[src/rtl/lfsr_pc_pkg.sv]
// Shared definitions for the LFSR-sequenced program counter.
// Assumes the offset field is at least 3 bits wide; the default is 6.
package lfsr_pc_pkg;

    // Operation selected for the current cycle, in priority order.
    typedef enum logic [1:0] {
        OP_HOLD = 2'd0,
        OP_STEP = 2'd1,
        OP_LOW  = 2'd2,
        OP_FULL = 2'd3
    } pc_op_e;

endpackage

[src/rtl/pc_op_decode.sv]
// Priority decoder for the counter operations.
// Full load wins over offset load, and offset load wins over advance.
// Assumes the request inputs are stable around the clock edge.
module pc_op_decode
    import lfsr_pc_pkg::*;
(
    input  logic   step_i,
    input  logic   ld_low_i,
    input  logic   ld_full_i,
    output pc_op_e op_o
);

    // Choose the highest-priority active request.
    always_comb begin
        if (ld_full_i)      op_o = OP_FULL;
        else if (ld_low_i)  op_o = OP_LOW;
        else if (step_i)    op_o = OP_STEP;
        else                op_o = OP_HOLD;
    end

endmodule

[src/rtl/pc_low_lfsr.sv]
// Next-state logic for the offset field: a left shift with one feedback bit.
// The feedback bit is normally the XNOR of the top two bits. The half-full
// pattern (0 followed by ones) forces it to 1 and the all-ones pattern forces
// it to 0. Together these give a single 2^LOW_W cycle.
// Purely combinational; assumes LOW_W >= 3.
module pc_low_lfsr #(
    parameter int LOW_W = 6
) (
    input  logic [LOW_W-1:0] cur_i,
    output logic [LOW_W-1:0] nxt_o
);

    localparam logic [LOW_W-1:0] ALL_ONES  = '1;
    localparam logic [LOW_W-1:0] HALF_ONES = ALL_ONES >> 1;

    logic fb;

    // Pick the feedback bit, applying the two forced cases.
    always_comb begin
        if (cur_i == HALF_ONES)     fb = 1'b1;
        else if (cur_i == ALL_ONES) fb = 1'b0;
        else                        fb = (cur_i[LOW_W-2] == cur_i[LOW_W-1]);
    end

    // Shift left, dropping the top bit and inserting the feedback bit.
    assign nxt_o = {cur_i[LOW_W-2:0], fb};

endmodule

[src/rtl/pc_page_prefix.sv]
// Holds a page prefix for exactly one cycle.
// When set_i is sampled high, page_i (masked to PAGE_W bits) is latched and
// pend_o goes high for the next cycle. pend_o stays high only if set_i is
// sampled high again. Assumes PAGE_W <= PAGE_IN_W.
module pc_page_prefix #(
    parameter int PAGE_W    = 5,
    parameter int PAGE_IN_W = 5
) (
    input  logic                 clk,
    input  logic                 rst_n,
    input  logic                 set_i,
    input  logic [PAGE_IN_W-1:0] page_i,
    output logic                 pend_o,
    output logic [PAGE_W-1:0]    page_o
);

    // Capture the prefix and arm it for a single following cycle.
    always_ff @(posedge clk) begin
        if (!rst_n) begin
            pend_o <= 1'b0;
            page_o <= '0;
        end else begin
            pend_o <= set_i;
            if (set_i) page_o <= page_i[PAGE_W-1:0];
        end
    end


    pend_clear_chk: assert property (@(posedge clk) disable iff (!rst_n)
        !set_i |=> !pend_o);

endmodule

[src/rtl/lfsr_pc.sv]
// Program counter with a page field and a shift-register offset field.
// Each cycle it applies one operation (full load, offset load, advance or
// hold), then replaces the page field if a page prefix was given on the
// previous cycle. Assumes 10 <= ADDR_W and PAGE_W <= PAGE_IN_W.
module lfsr_pc
    import lfsr_pc_pkg::*;
#(
    parameter int ADDR_W    = 11,
    parameter int LOW_W     = 6,
    parameter int PAGE_IN_W = 5
) (
    input  logic                 clk,
    input  logic                 rst_n,
    input  logic                 step_i,
    input  logic                 ld_low_i,
    input  logic [LOW_W-1:0]     low_i,
    input  logic                 ld_full_i,
    input  logic [ADDR_W-1:0]    addr_i,
    input  logic                 page_set_i,
    input  logic [PAGE_IN_W-1:0] page_i,
    output logic [ADDR_W-1:0]    pc_o
);

    localparam int PAGE_W = ADDR_W - LOW_W;

    pc_op_e             op;
    logic [LOW_W-1:0]   low_adv;
    logic               pend;
    logic [PAGE_W-1:0]  pend_page;
    logic [ADDR_W-1:0]  pc_q;
    logic [ADDR_W-1:0]  base;
    logic [ADDR_W-1:0]  pc_d;

    pc_op_decode u_dec (
        .step_i    (step_i),
        .ld_low_i  (ld_low_i),
        .ld_full_i (ld_full_i),
        .op_o      (op)
    );

    pc_low_lfsr #(.LOW_W(LOW_W)) u_lfsr (
        .cur_i (pc_q[LOW_W-1:0]),
        .nxt_o (low_adv)
    );

    pc_page_prefix #(.PAGE_W(PAGE_W), .PAGE_IN_W(PAGE_IN_W)) u_pfx (
        .clk    (clk),
        .rst_n  (rst_n),
        .set_i  (page_set_i),
        .page_i (page_i),
        .pend_o (pend),
        .page_o (pend_page)
    );

    // Result of this cycle's operation, before any page substitution.
    always_comb begin
        case (op)
            OP_FULL: base = addr_i;
            OP_LOW:  base = {pc_q[ADDR_W-1:LOW_W], low_i};
            OP_STEP: base = {pc_q[ADDR_W-1:LOW_W], low_adv};
            default: base = pc_q;
        endcase
    end

    // Apply a pending page prefix on top of the operation result.
    assign pc_d = pend ? {pend_page, base[LOW_W-1:0]} : base;

    // Counter register; reset loads all ones.
    always_ff @(posedge clk) begin
        if (!rst_n) pc_q <= '1;
        else        pc_q <= pc_d;
    end

    assign pc_o = pc_q;


    step_page_hold_chk: assert property (@(posedge clk) disable iff (!rst_n)
        (step_i && !ld_low_i && !ld_full_i && !pend)
        |=> pc_o[ADDR_W-1:LOW_W] == $past(pc_o[ADDR_W-1:LOW_W]));


    low_load_chk: assert property (@(posedge clk) disable iff (!rst_n)
        (ld_low_i && !ld_full_i) |=> pc_o[LOW_W-1:0] == $past(low_i));


    full_load_chk: assert property (@(posedge clk) disable iff (!rst_n)
        (ld_full_i && !pend) |=> pc_o == $past(addr_i));


    page_apply_chk: assert property (@(posedge clk) disable iff (!rst_n)
        pend |=> pc_o[ADDR_W-1:LOW_W] == $past(pend_page));


    idle_hold_chk: assert property (@(posedge clk) disable iff (!rst_n)
        (!step_i && !ld_low_i && !ld_full_i && !pend) |=> $stable(pc_o));

endmodule

[config.mk]
export PLATFORM = sky130hd
export DESIGN_NAME = lfsr_pc
export DESIGN_NICKNAME = d
export VERILOG_FILES = /design/src/rtl/lfsr_pc_pkg.sv /design/src/rtl/pc_op_decode.sv /design/src/rtl/pc_low_lfsr.sv /design/src/rtl/pc_page_prefix.sv /design/src/rtl/lfsr_pc.sv
export SDC_FILE = /design/constraint.sdc
export NUM_CORES = 1
export LEC_CHECK = 0
export ABC_AREA = 1
export BUFFER_PORTS_ARGS = -buffer_cell sky130_fd_sc_hd__buf_2
export CAP_MARGIN = 10
export CELL_PAD_IN_SITES_DETAIL_PLACEMENT = 1
export CELL_PAD_IN_SITES_GLOBAL_PLACEMENT = 1
export CORE_MARGIN = 2
export CORE_UTILIZATION = 31
export DETAILED_ROUTE_END_ITERATION = 8
export GPL_ROUTABILITY_DRIVEN = 0
export PLACE_DENSITY = 0.88
export SYNTH_ARGS = -nofsm -noshare
export SYNTH_HDL_FRONTEND = slang
export SYNTH_SLANG_ARGS = --single-unit
[constraint.sdc]
create_clock -name clk -period 1.6 [get_ports clk]
set_clock_uncertainty 0.1 [all_clocks]
set_input_delay 0.08 -clock clk [delete_from_list [all_inputs] [get_ports clk]]
set_output_delay 0.08 -clock clk [all_outputs]
set_load 0.02 [all_outputs]
==> results of run 1 <==
stage by stage:
stage          util, %  hold WS (ps)  power [mW]
2_1_floorplan        -          73.5       0.681
3_3_place_gp      40.3           203       0.771
3_5_place_dp      40.3           214       0.788
4_1_cts           46.7          3.65        1.04
5_1_grt           46.7          14.7        1.10
6_report          46.7          7.46        1.04
tightest hold or removal path: cells and delay by family:
| kind | cells | cell delay (ps) |
|---|---|---|
| AND/OR/NAND/NOR | 3 | 150 |
| AO/OA/AOI/OAI | 1 | 50 |
| buffers and inverters | 1 | 80 |
cell families after synthesis:
kind of cell    after synthesis  synth area share [%]
fa+ha+maj                     6                  8.38
flops                        17                  38.0
compound gates               34                  21.6
simple gates                 46                  23.3
buf+inv                      19                  8.66
area by class of cell:
cell class                 count  area [um^2]  share of cell area (%)
sequential                    17          340                    26.4
tap                           31         38.8                    3.01
clock buffer                   4         26.3                    2.04
inverter                      15         56.3                    4.37
timing repair buffer          54          348                    27.0
multi-input combinational     86          478                    37.1
metal layers:
metal / vias to the layer above / part of all wire, %
met4: 0 / 0.14
met1: 468 / 39
met2: 29 / 56
li1: 516 / -
met3: 2 / 4.9
met5: - / 0
cell usage after synthesis, drive strengths merged:
cell type,n,area share (%)
buf,3,2.0
inv,15,6.3
dfxtp,17,38
o21ai,10,5.6
clkbuf,1,0.42
nor2,14,7.5
nand2,22,9.5
a22o,5,5.4
ha,6,8.4
a21oi,19,11
nand4,5,3.5
nand3,5,2.8
final timing paths:
kind	slack, ps	cells past startpoint	startpoint	endpoint
worst max register to register	300	3	u_pfx.page_o[2]	u_pfx.page_o[2]
worst min-delay path	7	5	low_i[0]	pc_o[0]
worst min register to register	400	2	pc_o[6]	pc_o[6]
worst max-delay path	120	5	page_set_i	u_pfx.page_o[3]
sequential cells by signal, indices dropped and copies added (netlist names):
register	cells
pc_o	11
u_pfx.pend_o	1
u_pfx.page_o	5
what timing repair did:
item                                   4_1_cts  5_1_grt
hold buffers                                15        0
resized for setup                            0        1
buffers inserted                             0        0
endpoints found under the hold margin       10        0
setup endpoints to repair                    0        2
power breakdown:
group / switching [mW] / internal, mW / total [mW]
Sequential: 0.0336 / 0.464 / 0.498
Clock: 0.129 / 0.0967 / 0.226
Combinational: 0.176 / 0.138 / 0.314
Total: 0.339 / 0.699 / 1.04
==> results.py, run 1 <==
metrics = {
    "timing": {
        "max_freq_mhz": 674,
        "fin_crit_ps": 1480,
        "tightest_slew_ps": 476,
        "report.final.slew_viol_count": 0,
        "hold_violations": 0,
        "rsz0062_at_grt": "false",
        "maxSlewHeadroom_pct": 68.3,
        "fin_setup_tns_ps": 0,
        "setup_viol": 0,
        "timing.final.crit_share_pct": 92.8,
        "fin_ws_ps": 116,
    },
    "critical_path": {
        "crit_chain": "dlygate4sd3_1 > buf_2 > o21ai_0 > nor2_1 > dlygate4sd3_1",
        "cp.arrival_ps": 1560,
        "critPathKind": "input pin to flip-flop",
        "crit_path_max_fanout": 7,
        "cp_num_buf_inv": 3,
        "worstPathRequired_ps": 1680,
        "cpLargestDelayFamily": "buffers and inverters",
        "crit_top_cell": "dlygate4sd3_1",
        "cp-end-kind": "flip-flop",
        "max_stage_delay_ps": 550,
        "cp-start-kind": "input pin",
        "slowest_stage": "dlygate4sd3_1",
    },
    "clocking": {
        "clockBufferDepth": 2,
        "cts_inserted_buffers": 3,
        "cts_tree": "built",
        "cts_sinks": 17,
        "root_buffer": "clkbuf_4",
        "clkTransAtPathRegs_ps": 100,
        "htreeDepth": 1,
        "clk_latency_ps": 280,
    },
    "layout": {
        "finalNonFillerCells": 207,
        "antenna_cells": 0,
        "final_common_cell": "buf_2",
        "layout_common_cells": "buf_2, nand2_1, a21oi_1, dfxtp_1, dlygate4sd3_1",
        "final_area_um2": 1290,
        "finalNetCount": 211,
        "syn_to_final_growth_pct": 43.7,
        "layout-drive-gt1-share_pct": 29.0,
        "nFillCells": 356,
    },
    "synth": {
        "synth_area_um2": 896,
        "synth_cell_types": 17,
        "ys_ff_latch": 17,
        "synth_area_per_cell_um2": 7.34,
        "ys_warn_count": 0,
        "synthesis.nets": 156,
        "syn_inst": 122,
        "synth-seq-area-share_pct": 38.0,
    },
    "global_routing": {
        "antenna_found_initial": 0,
        "grtUsageMet3_pct": 2.68,
        "overflow": 0,
        "grt_pass1_wl_um": 4650,
        "grt_max_degree": 18,
        "grt_usage_pct": 17.8,
        "gr-max-usage-layer": "met2",
        "use_met1_pct": 19.0,
        "grt_pass1_vias": 1097,
        "globalRouteMet2Util_pct": 36.4,
    },
    "die": {
        "io_pins": 39,
        "dieHeight_um": 57.8,
        "fp-row-count": 19,
        "dieWidth_um": 57.8,
        "start_util_pct": 32.5,
        "dieArea_um2": 3340,
        "core_um2": 2760,
    },
    "place": {
        "dp_slack_ps": -17.6,
        "port_buffers": 38,
        "post-dp-hpwl_um": 1980,
        "dp.cells": 188,
        "placed_area_um2": 1110,
    },
    "routing": {
        "via_count": 1015,
        "first_iter_violations": 21,
        "drc": 0,
        "dr.pass1.iters": 2,
        "routed_wl_um": 2790,
        "wl_per_cell_um": 13.5,
        "drtAntennaViolNets": 0,
        "drt-vias-per-instance": 4.90,
    },
    "power": {
        "ir_worst_vdd_mv": 0.460,
        "leakagePower_nw": 0.660,
        "powerDensity_nw_per_um2": 806,
    },
    "run_status": {
        "outcome": "complete, no violations",
    },
    "run": {
        "drv_cap": 0,
    },
    "hold_path": {
        "hold_class": "input pin to flip-flop",
    },
}
Note: power is estimated with default switching activity, not from simulation.
==> inputs of run 2 (changes only) <==
--- a/config.mk
+++ b/config.mk
@@ -5,16 +5,15 @@
 export SDC_FILE = /design/constraint.sdc
 export NUM_CORES = 1
 export LEC_CHECK = 0
-export ABC_AREA = 1
-export BUFFER_PORTS_ARGS = -buffer_cell sky130_fd_sc_hd__buf_2
+export BUFFER_PORTS_ARGS = -buffer_cell sky130_fd_sc_hd__clkbuf_2
 export CAP_MARGIN = 10
 export CELL_PAD_IN_SITES_DETAIL_PLACEMENT = 1
 export CELL_PAD_IN_SITES_GLOBAL_PLACEMENT = 1
 export CORE_MARGIN = 2
-export CORE_UTILIZATION = 31
+export CORE_UTILIZATION = 33
 export DETAILED_ROUTE_END_ITERATION = 8
 export GPL_ROUTABILITY_DRIVEN = 0
-export PLACE_DENSITY = 0.88
+export PLACE_DENSITY = 0.89
 export SYNTH_ARGS = -nofsm -noshare
 export SYNTH_HDL_FRONTEND = slang
 export SYNTH_SLANG_ARGS = --single-unit
==> run 2 against run 1 <==
Critical path depth grew 3. Wire length decreased by 0.54%. Highest routed layer unchanged. Synthesized area down 2.1%.
==> results.py, run 2 <==
metrics = {
    "timing": {
        "tightest_slew_ps": 326,
        "timing.final.crit_share_pct": 86.8,
        "max_freq_mhz": 720,
        "rsz0062_at_grt": "false",
        "hold_violations": 0,
        "setup_viol": 0,
        "maxSlewHeadroom_pct": 78.2,
        "fin_crit_ps": 1390,
        "report.final.slew_viol_count": 0,
    },
    "synth": {
        "ys_warn_count": 0,
        "synthArstFlopShare_pct": 0,
        "ys.flop_type": "dfxtp_1",
        "syn_inst": 93,
        "synth_area_um2": 877,
        "synth_area_per_cell_um2": 9.43,
        "synth_top_cells_by_area": "dfxtp_1, ha_1, nor2b_1, mux2i_1, nand2_1",
        "synthesis.nets": 127,
        "synth.top_cells.by_count": "dfxtp_1, nand2_1, nor2b_1",
        "synth_top_area_cell": "dfxtp_1",
        "synth_edf_count": 0,
        "synth-seq-area-share_pct": 38.8,
        "synth_cell_types": 24,
        "synth_most_common_cell": "dfxtp_1",
        "synth_top_area_share_pct": 38.8,
        "ys_ff_latch": 17,
    },
    "clocking": {
        "cts_inserted_buffers": 3,
        "clockBufferDepth": 2,
        "htreeDepth": 1,
        "clkTransAtPathRegs_ps": 110,
        "clk_latency_ps": 300,
        "cts_tree": "built",
        "root_buffer": "clkbuf_4",
        "postCtsSetupRepairBufs": 0,
        "cts_sinks": 17,
    },
    "place": {
        "dp.cells": 160,
        "post-dp-hpwl_um": 1970,
        "port_buffers": 38,
    },
    "layout": {
        "final_util_pct": 50.2,
        "layout_common_cells": "clkbuf_2, dfxtp_1, nand2_1, dlygate4sd3_1, nor2b_1",
        "syn_to_final_growth_pct": 42.9,
        "layout-drive-gt1-share_pct": 35.2,
        "antenna_cells": 0,
        "final_common_cell": "clkbuf_2",
        "finalNetCount": 180,
        "nFillCells": 306,
        "largest_register_ffs": 11,
        "finalNonFillerCells": 175,
    },
    "global_routing": {
        "use_met1_pct": 22.2,
        "overflow": 0,
        "globalRouteMet2Util_pct": 33.0,
        "grt_usage_pct": 18.5,
        "gr-max-usage-layer": "met2",
        "grt_pass1_vias": 966,
        "grtUsageMet3_pct": 1.17,
        "antenna_found_initial": 0,
        "grt_pass1_wl_um": 4500,
        "grt_max_degree": 19,
    },
    "die": {
        "fp-row-count": 18,
        "core_um2": 2500,
        "start_util_pct": 35.1,
        "dieWidth_um": 55.6,
        "dieHeight_um": 55.6,
        "io_pins": 39,
        "dieArea_um2": 3090,
    },
    "hold_path": {
        "hold_class": "input pin to flip-flop",
        "holdPathStages": 3,
    },
    "critical_path": {
        "critPathKind": "input pin to flip-flop",
        "cp-end-kind": "flip-flop",
        "cp-start-kind": "input pin",
        "slowest_stage": "a221oi_1",
        "worstPathRequired_ps": 1670,
        "crit_path_max_fanout": 7,
        "crit_chain": "clkbuf_2 > inv_1 > a21oi_1 > inv_1 > ha_1 > buf_4 > a221oi_1 > o311ai_1",
        "crit_top_cell": "inv_1",
        "max_stage_delay_ps": 320,
        "cp.arrival_ps": 1460,
        "r2r_cells": 5,
    },
    "routing": {
        "drc": 0,
        "first_iter_violations": 17,
        "dr.pass1.iters": 4,
        "drtAntennaViolNets": 0,
        "drt-vias-per-instance": 5.18,
        "via_count": 906,
        "routed_wl_um": 2770,
        "wl_per_cell_um": 15.8,
    },
    "power": {
        "ir_worst_vdd_mv": 0.472,
        "intPower_mw": 0.698,
        "leakagePower_nw": 0.588,
        "swShare_pct": 32.7,
        "clkPwrFrac_pct": 24.0,
        "pwr-share-comb_pct": 27.7,
        "p_seq_share_pct": 48.3,
        "powerDensity_nw_per_um2": 827,
        "switchingPower_mw": 0.340,
    },
    "run": {
        "drv_cap": 0,
    },
    "run_status": {
        "outcome": "complete, no violations",
    },
}
## run 2: final timing paths
check | from | slack, ps | endpoint
worst max-delay path | ld_low_i | 210 | pc_o[5]
worst min register to register | pc_o[9] | 410 | pc_o[9]
worst min-delay path | addr_i[1] | 10 | pc_o[1]
worst max register to register | pc_o[5] | 300 | pc_o[0]
## run 2: final cells by class
| cell class | instances | area [um^2] | share of cell area (%) |
|---|---|---|---|
| clock buffers | 3 | 22.5 | 1.80 |
| clock inverters | 1 | 7.51 | 0.599 |
| inverters | 4 | 15.0 | 1.20 |
| multi-input cells | 66 | 493 | 39.3 |
| flip-flops and latches | 17 | 340 | 27.1 |
| well taps | 30 | 37.5 | 2.99 |
| repair buffers | 54 | 338 | 26.9 |
## run 2: kinds of logic after synthesis
family	Yosys count	share of synthesized area [%]
mux	6	6.85
fa+ha+maj	6	8.56
flops	17	38.8
compound gates	20	20.1
simple gates	34	20.7
buf+inv	10	4.99
## run 2: power groups by stage
stage / clock network (mW) / logic, mW / registers, mW
finish: 0.249 / 0.288 / 0.501
global placement: 0 / 0.246 / 0.506
CTS: 0.253 / 0.282 / 0.500
detailed placement: 0 / 0.260 / 0.510
global route: 0.269 / 0.313 / 0.507
floorplan: 0 / 0.122 / 0.539
## run 2: what timing repair did
| item | in CTS | in global routing |
|---|---|---|
| hold buffers | 11 | 0 |
| resized for setup | 0 | 0 |
| hold endpoints to repair | 11 | 0 |
## run 2: metrics by stage
stage	worst slack (ps)	area, um^2	power (mW)	hold slack (ps)	setup TNS, ps
6_report	211	1250	1.04	11.8	0
5_1_grt	88.2	1250	1.09	22.2	0
4_1_cts	210	1250	1.03	2.85	0
3_5_place_dp	-110	1110	0.770	215	-757
3_3_place_gp	-1.75	1110	0.752	204	-1.75
2_1_floorplan	108	877	0.661	118	0
## run 2: worst max-delay path: cells and delay by family
kind,cells,cell delay (ps)
buffers and inverters,4,400
AO/OA/AOI/OAI,3,730
adder cells (fa/ha/maj),1,250
## run 2: routing by layer
metal,wire [um],part of all wire [%]
met1,1200,43
met2,1450,52
met3,70,2.5
met4,44,1.6
met5,0,0
